`src/rtl/can_lp_pkg.sv`:
```
`timescale 1ns/1ps
package can_lp_pkg;

    typedef enum logic [2:0] {
        ST_RUN    = 3'd0,
        ST_BND    = 3'd1,
        ST_DRAIN  = 3'd2,
        ST_LP     = 3'd3,
        ST_RESYNC = 3'd4
    } lp_state_e;

    typedef struct packed {
        logic idle;
        logic busoff;
        logic ims3_rec;
    } bus_pos_t;

    typedef struct packed {
        logic arb;
        logic match;
        logic move_in;
        logic move_out;
    } eng_busy_t;

    function automatic logic at_boundary(input bus_pos_t p);
        return p.idle | p.busoff | p.ims3_rec;
    endfunction

    function automatic logic is_drained(input eng_busy_t b);
        return ~|b;
    endfunction

endpackage

```
`src/rtl/can_lp_resync.sv`:
```
`timescale 1ns/1ps
module can_lp_resync #(
    parameter int RESYNC_BITS = 11
) (
    input  logic clk,
    input  logic rst,
    input  logic clr,
    input  logic bit_stb,
    input  logic rx_pin,
    output logic done
);
    localparam int CNT_W = $clog2(RESYNC_BITS + 1);
    localparam logic [CNT_W-1:0] LAST = CNT_W'(RESYNC_BITS - 1);

    logic [CNT_W-1:0] cnt;

    assign done = !clr && bit_stb && rx_pin && (cnt == LAST);

    always_ff @(posedge clk) begin
        if (rst || clr) begin
            cnt <= '0;
        end else if (bit_stb) begin
            if (!rx_pin)        cnt <= '0;
            else if (cnt != LAST) cnt <= cnt + 1'b1;
        end
    end


    cnt_bound_chk: assert property (@(posedge clk) disable iff (rst)
        cnt <= LAST);


    dominant_restart_chk: assert property (@(posedge clk) disable iff (rst)
        (!clr && bit_stb && !rx_pin) |=> (cnt == '0));

endmodule

```
`src/rtl/can_lp_guard.sv`:
```
`timescale 1ns/1ps
module can_lp_guard #(
    parameter int ADDR_W = 12,
    parameter int DATA_W = 32,
    parameter int RGN_N  = 2,
    parameter logic [RGN_N*ADDR_W-1:0] RGN_LO = '0,
    parameter logic [RGN_N*ADDR_W-1:0] RGN_HI = '0
) (
    input  logic              clk,
    input  logic              rst,
    input  logic              block_en,
    input  logic              reg_rd,
    input  logic              reg_wr,
    input  logic [ADDR_W-1:0] reg_addr,
    input  logic [DATA_W-1:0] mem_rdata,
    output logic              mem_rd,
    output logic              mem_wr,
    output logic [DATA_W-1:0] rdata,
    output logic              acc_err
);
    logic [RGN_N-1:0] hit;

    for (genvar g = 0; g < RGN_N; g++) begin : g_rgn
        localparam logic [ADDR_W-1:0] LO = RGN_LO[g*ADDR_W +: ADDR_W];
        localparam logic [ADDR_W-1:0] HI = RGN_HI[g*ADDR_W +: ADDR_W];
        assign hit[g] = (reg_addr >= LO) && (reg_addr <= HI);
    end

    logic stop_it;
    assign stop_it = block_en && (|hit);

    assign mem_rd  = reg_rd && !stop_it;
    assign mem_wr  = reg_wr && !stop_it;
    assign rdata   = stop_it ? '0 : mem_rdata;
    assign acc_err = stop_it && (reg_rd || reg_wr);


    blocked_access_chk: assert property (@(posedge clk) disable iff (rst)
        acc_err |-> (!mem_wr && !mem_rd && rdata == '0));

endmodule

```
`src/rtl/can_lp_seq.sv`:
```
`timescale 1ns/1ps
module can_lp_seq
    import can_lp_pkg::*;
#(
    parameter int ADDR_W      = 12,
    parameter int DATA_W      = 32,
    parameter int RESYNC_BITS = 11,
    parameter int RGN_N       = 2,
    parameter logic [RGN_N*ADDR_W-1:0] RGN_LO = {12'h080, 12'h010},
    parameter logic [RGN_N*ADDR_W-1:0] RGN_HI = {12'h47F, 12'h01F}
) (
    input  logic              clk,
    input  logic              rst,
    input  logic              dis_req,
    input  logic              stop_req,
    input  logic              frz_req,
    input  logic              eng_idle,
    input  logic              eng_busoff,
    input  logic              ims3_rec,
    input  logic              busy_arb,
    input  logic              busy_match,
    input  logic              busy_move_in,
    input  logic              busy_move_out,
    input  logic              bit_stb,
    input  logic              rx_pin,
    input  logic              tx_eng,
    output logic              rx_eng,
    output logic              tx_pin,
    output logic              pe_clk_en,
    output logic              host_clk_en,
    output logic              not_rdy,
    output logic              lpm_ack,
    output logic              frz_ack,
    output logic              stop_ack,
    input  logic              reg_rd,
    input  logic              reg_wr,
    input  logic [ADDR_W-1:0] reg_addr,
    input  logic [DATA_W-1:0] mem_rdata,
    output logic              mem_rd,
    output logic              mem_wr,
    output logic [DATA_W-1:0] rdata,
    output logic              acc_err
);
    lp_state_e state;
    bus_pos_t  pos;
    eng_busy_t busy;
    logic      lp_req, in_lp, quiet, resync_done;

    assign pos    = '{idle: eng_idle, busoff: eng_busoff, ims3_rec: ims3_rec};
    assign busy   = '{arb: busy_arb, match: busy_match,
                      move_in: busy_move_in, move_out: busy_move_out};
    assign lp_req = dis_req || stop_req;
    assign in_lp  = (state == ST_LP);
    assign quiet  = in_lp || (state == ST_RESYNC);

    assign tx_pin      = quiet ? 1'b1 : tx_eng;
    assign rx_eng      = quiet ? 1'b1 : rx_pin;
    assign pe_clk_en   = !in_lp;
    assign host_clk_en = !in_lp;

    can_lp_resync #(.RESYNC_BITS(RESYNC_BITS)) i_resync (
        .clk     (clk),
        .rst     (rst),
        .clr     (state != ST_RESYNC),
        .bit_stb (bit_stb),
        .rx_pin  (rx_pin),
        .done    (resync_done)
    );

    can_lp_guard #(
        .ADDR_W (ADDR_W),
        .DATA_W (DATA_W),
        .RGN_N  (RGN_N),
        .RGN_LO (RGN_LO),
        .RGN_HI (RGN_HI)
    ) i_guard (
        .clk       (clk),
        .rst       (rst),
        .block_en  (in_lp && dis_req),
        .reg_rd    (reg_rd),
        .reg_wr    (reg_wr),
        .reg_addr  (reg_addr),
        .mem_rdata (mem_rdata),
        .mem_rd    (mem_rd),
        .mem_wr    (mem_wr),
        .rdata     (rdata),
        .acc_err   (acc_err)
    );

    always_ff @(posedge clk) begin
        if (rst) begin
            state    <= ST_RUN;
            not_rdy  <= 1'b0;
            lpm_ack  <= 1'b0;
            frz_ack  <= 1'b0;
            stop_ack <= 1'b0;
        end else begin
            stop_ack <= in_lp && lpm_ack && stop_req;
            frz_ack  <= 1'b0;
            unique case (state)
                ST_RUN: begin
                    frz_ack <= frz_req;
                    if (stop_req && frz_ack) begin
                        state   <= ST_LP;
                        lpm_ack <= 1'b1;
                        not_rdy <= 1'b1;
                        frz_ack <= 1'b0;
                    end else if (lp_req) begin
                        state <= ST_BND;
                    end else if (!frz_req) begin
                        not_rdy <= 1'b0;
                    end
                end
                ST_BND: begin
                    if (!lp_req)               state <= ST_RUN;
                    else if (at_boundary(pos)) state <= ST_DRAIN;
                end
                ST_DRAIN: begin
                    if (!lp_req) begin
                        state <= ST_RUN;
                    end else if (is_drained(busy)) begin
                        state   <= ST_LP;
                        lpm_ack <= 1'b1;
                        not_rdy <= 1'b1;
                    end
                end
                ST_LP: begin
                    if (!lp_req) begin
                        state   <= ST_RESYNC;
                        lpm_ack <= 1'b0;
                    end
                end
                ST_RESYNC: begin
                    if (lp_req) begin
                        state   <= ST_LP;
                        lpm_ack <= 1'b1;
                    end else if (resync_done) begin
                        state   <= ST_RUN;
                        not_rdy <= frz_req;
                    end
                end
                default: state <= ST_RUN;
            endcase
        end
    end


    lp_quiet_chk: assert property (@(posedge clk) disable iff (rst)
        lpm_ack |-> (tx_pin && rx_eng && !pe_clk_en && !host_clk_en));


    lp_flags_chk: assert property (@(posedge clk) disable iff (rst)
        lpm_ack |-> not_rdy);


    stop_ack_order_chk: assert property (@(posedge clk) disable iff (rst)
        stop_ack |-> (lpm_ack && not_rdy && $past(lpm_ack) && $past(stop_req)));


    drain_first_chk: assert property (@(posedge clk) disable iff (rst)
        $rose(lpm_ack) |-> ($past(frz_ack) || $past(is_drained(busy))
                            || $past(state == ST_RESYNC)));


    frz_swap_chk: assert property (@(posedge clk) disable iff (rst)
        ($rose(lpm_ack) && $past(frz_ack)) |-> !frz_ack);


    exit_ack_chk: assert property (@(posedge clk) disable iff (rst)
        (lpm_ack && !dis_req && !stop_req) |=> !lpm_ack);

endmodule

```
`config.mk`:
```
export PLATFORM = sky130hd
export DESIGN_NAME = can_lp_seq
export DESIGN_NICKNAME = d
export VERILOG_FILES = /design/src/rtl/can_lp_pkg.sv /design/src/rtl/can_lp_resync.sv /design/src/rtl/can_lp_guard.sv /design/src/rtl/can_lp_seq.sv
export SDC_FILE = /design/constraint.sdc
export NUM_CORES = 1
export LEC_CHECK = 0
export ABC_AREA = 1
export CORE_MARGIN = 3
export CORE_UTILIZATION = 30
export DETAILED_ROUTE_END_ITERATION = 12
export PLACE_DENSITY = 0.81
export SYNTH_ARGS = -nofsm -noshare
export SYNTH_HDL_FRONTEND = slang
export SYNTH_SLANG_ARGS = --single-unit
```
`constraint.sdc`:
```
create_clock -name clk -period 1.6 [get_ports clk]
set_clock_uncertainty 0.05 [all_clocks]
set_input_delay 0.16 -clock clk [delete_from_list [all_inputs] [get_ports clk]]
set_output_delay 0.16 -clock clk [all_outputs]
set_load 0.02 [all_outputs]
```
==> results by group <==
Global route
  – Vias in the first global route: 1415
  – Tot GR Track Use: 0.197
  – Largest net degree at the start of global routing: 20
  – Overflow left after global routing: 0
  – Initial antenna violation count: 0
  – First-pass GRT wire length: 6.68 mm

Detailed routing
  – DRT iter0 DRCs: 56
  – TritonRoute pass-1 iters: 6
  – Routed WL: 4.69 mm
  – Via count: 1615
  – Wirelength per Cell: around 13 um
  – Via-per-instance ratio: 4.40
  – DRC Markers: 0
  – Final ANT Viol Nets: 0

Worst hold path
  – Depth of the worst hold-timing path: 2
  – HP Start: not_rdy
  – Tightest Hold Check Type: flip-flop to flip-flop
  – Hold EP: not_rdy

Clocking
  – Cts bufs inserted: 3
  – H-tree Lvls: 1
  – Clock latency on the worst-skew pair: 0.28 ns
  – Clk buf depth: 2
  – Worst-path clk slew: about 0.080 ns
  – CTS Sinks: 11
  – CTS root buf: clkbuf_4
  – CTS tree: done
  – Hold Buf Count CTS: 0

Die
  – Die H: 65.6 um
  – # IOs: 104
  – Row cnt: 21
  – CORE AREA: 3390 um^2
  – Die Wd: 65.6 um
  – Starting density of the core: 0.315
  – DIE AREA: 4310 um^2

Yosys
  – Yosys warning count: 0
  – Post-Syn Instances: 200
  – Synthesized area per cell: 5.34 um^2
  – Net Count, Synth: 263
  – Synth Cell Area: about 1100 um^2
  – Yosys cell types: 21
  – Ys flop type: dfxtp_1
  – Part of the Yosys area used for sequential elements: 0.206
  – Fraction of registers with async set/reset: 0
  – Post-synth EDFFs: 0
  – Register bit total from synthesis: 11

Setup path
  – Crit path cell chain: inv_2 > nand2_4 > nor2_4 > nand3_2 > nor3_4 > buf_6 > buf_6 > nor2_2 > buf_6
  – Setup crit end kind: primary output
  – Critical R2R Capture: not_rdy
  – Crit start category: flip-flop
  – Crit Path Max Fanout: 6
  – Critical path's slowest cell: dfxtp_2
  – Type of the worst setup path: flip-flop to primary output
  – Reg2reg start: state[1]
  – Reg-to-reg setup timing slack: 0.14 ns
  – Max incr delay on CP: 0.33 ns
  – Worst Path Required: between 1 and 1.5 ns
  – Reg2Reg Depth: 9
  – Critical path arrival: 1.72 ns
  – Most frequent CP cell: buf_6

STA
  – Final Hold Viols: 0
  – Unrepaired setup endpoints after global routing: yes
  – Final Cycle Share: 1.20
  – Slew headroom: 0.801
  – Highest clock rate: between 0.5 and 0.6 GHz
  – Pins Over Slew Limit: 0
  – Minimum clock period after layout: between 1.5 and 2 ns
  – Final setup fails: 35
  – Slew @ Worst Pin: roughly 0.30 ns
  – Final worst setup slack: -0.325 ns
  – Final setup TNS: -8.71 ns
  – Worst hold slack: 0.447 ns

Finish
  – Layout area overhead: 117%
  – Antenna cells: 0
  – Final nets: between 300 and 400
  – Share of cells above drive strength 1: 0.296

Pwr
  – Flop pwr share: 0.195
  – Switch share: 0.454
  – Combinational Power Share: 0.705
  – Leakage: about 1.2 nW
  – Pint: around 1.1 mW
  – Sw Pwr: 906 uW
  – Clk pwr share: 0.100
  – Total power: roughly 2.0 mW
  – Max VDD drop: 0.843 mV
  – Power per Cell Area: 861 nW/um^2

Place
  – Port Buf Inserts: 99
  – DP HPWL: 3.53 mm
  – Gpl congestion: roughly 0.9

Outcome
  – Failing checks: setup timing
  – Status: finished, violations left

Flow run
  – # Max-Cap Violations: 0
## cells by family after synthesis
group	Yosys count	share of synthesized area
buf+inv	56	0.222
flops	11	0.206
simple gates	112	0.448
fa+ha+maj	2	0.0234
xor+xnor	1	0.00821
compound gates	18	0.0926
## per-stage QoR
stage / setup slack [ns] / area (um^2) / utilization / std cells
floorplan: 0.0819 / 1070 / - / 200
global placement: -0.595 / 2210 / 0.653 / 358
detailed placement: -0.610 / 2210 / 0.653 / 358
CTS: -0.355 / 2180 / 0.645 / 365
global route: -0.430 / 2320 / 0.684 / 367
finish: -0.325 / 2320 / 0.684 / 367
## critical path, delay by kind of cell, from the launching register on
| family | cells | cell delay, ns |
|---|---|---|
| buffers and inverters | 4 | 0.52 |
| flip-flops | 1 | 0.33 |
| AND/OR/NAND/NOR | 5 | 0.59 |
## layer usage
metal / up-vias / routed length, um / track usage
li1: 837 / - / -
met1: 694 / 1850 / 0.233
met2: 73 / 2300 / 0.334
met3: 11 / 455 / 0.0598
met4: 0 / 82 / 0.0674
met5: - / 0 / 0
## repair_timing
| item | 4_1_cts | 5_1_grt |
|---|---|---|
| setup endpoints to repair | 39 | 44 |
| pin swaps | 4 | 5 |
| cloned | 0 | 0 |
| resized for setup | 158 | 71 |
| buffers inserted | 4 | 3 |
## cell usage after synthesis, types with 2 or more instances
cell type | instances | share of area
nor2_1 | 58 | 0.20
inv_1 | 50 | 0.18
nand2_1 | 33 | 0.12
nand3_1 | 13 | 0.061
dfxtp_1 | 11 | 0.21
a21oi_1 | 10 | 0.047
o21ai_0 | 4 | 0.019
buf_6 | 3 | 0.032
ha_1 | 2 | 0.023
inv_2 | 2 | 0.0070
nand3b_1 | 2 | 0.014
nor2_2 | 2 | 0.012
o21a_1 | 2 | 0.014
## sequential cells by signal (all words and copies together) (netlist names)
signal and flops:
frz_ack 1, i_resync.cnt 4, lpm_ack 1, not_rdy 1, state 3, stop_ack 1
## worst max-delay path by stage
| stage | start | endpoint | slack, ns | cells past startpoint |
|---|---|---|---|---|
| 3_5_place_dp | reg_addr[9] | rdata[29] | -0.61 | 9 |
| 4_1_cts | state[2] | rdata[24] | -0.35 | 8 |
| 2_1_floorplan | state[2] | acc_err | 0.08 | 6 |
| 6_report | state[2] | rdata[31] | -0.33 | 9 |
| 3_3_place_gp | reg_addr[9] | mem_wr | -0.60 | 9 |
| 5_1_grt | state[0] | rdata[31] | -0.43 | 8 |
## layout make-up
cell class	count	area, um^2
Clock buffer	3	22.5
Timing Repair Buffer	121	1110
Inverter	52	195
Sequential cell	11	223
Multi-Input combinational cell	133	704
Fill cell	283	1070
Tap cell	46	57.6
Clock inverter	1	5.00
## power by group through the flow
stage / clock [mW] / sequential (mW) / combinational, mW
floorplan: 0 / 0.429 / 0.689
global placement: 0 / 0.378 / 1.33
detailed placement: 0 / 0.382 / 1.35
CTS: 0.202 / 0.388 / 1.32
global route: 0.214 / 0.397 / 1.55
finish: 0.199 / 0.390 / 1.41
## cell usage in the layout, fill, tap and decap left out
cell             Yosys  routed
nor2_1              58      44
nand2_2              0       3
inv_2                2       3
dfxtp_1             11       9
clkdlybuf4s50_1      0      59
clkbuf_2             0       1
nand4_1              1       1
buf_4                1      22
buf_6                3      20
a211oi_2             0       1
buf_12               0       1
clkdlybuf4s15_2      0       1
o21ai_1              0       1
a21oi_1             10       9
nand2_1             33      29
o21ai_0              4       3
nand2_4              0       1
nor2_2               2       9
clkbuf_4             0       3
inv_1               50      49
o21a_1               2       2
clkinv_2             0       1
buf_2                0      16
dfxtp_2              0       2
nor2_4               1       8
ha_1                 2       2
nand3b_1             2       2
xor2_1               1       1
dlymetal6s2s_1       0       1
nand3_1             13      13
nand3_2              1       1
a21oi_2              0       1
o22ai_1              1       1
nor3_4               1       1
Note: power is estimated with default switching activity, not from simulation.
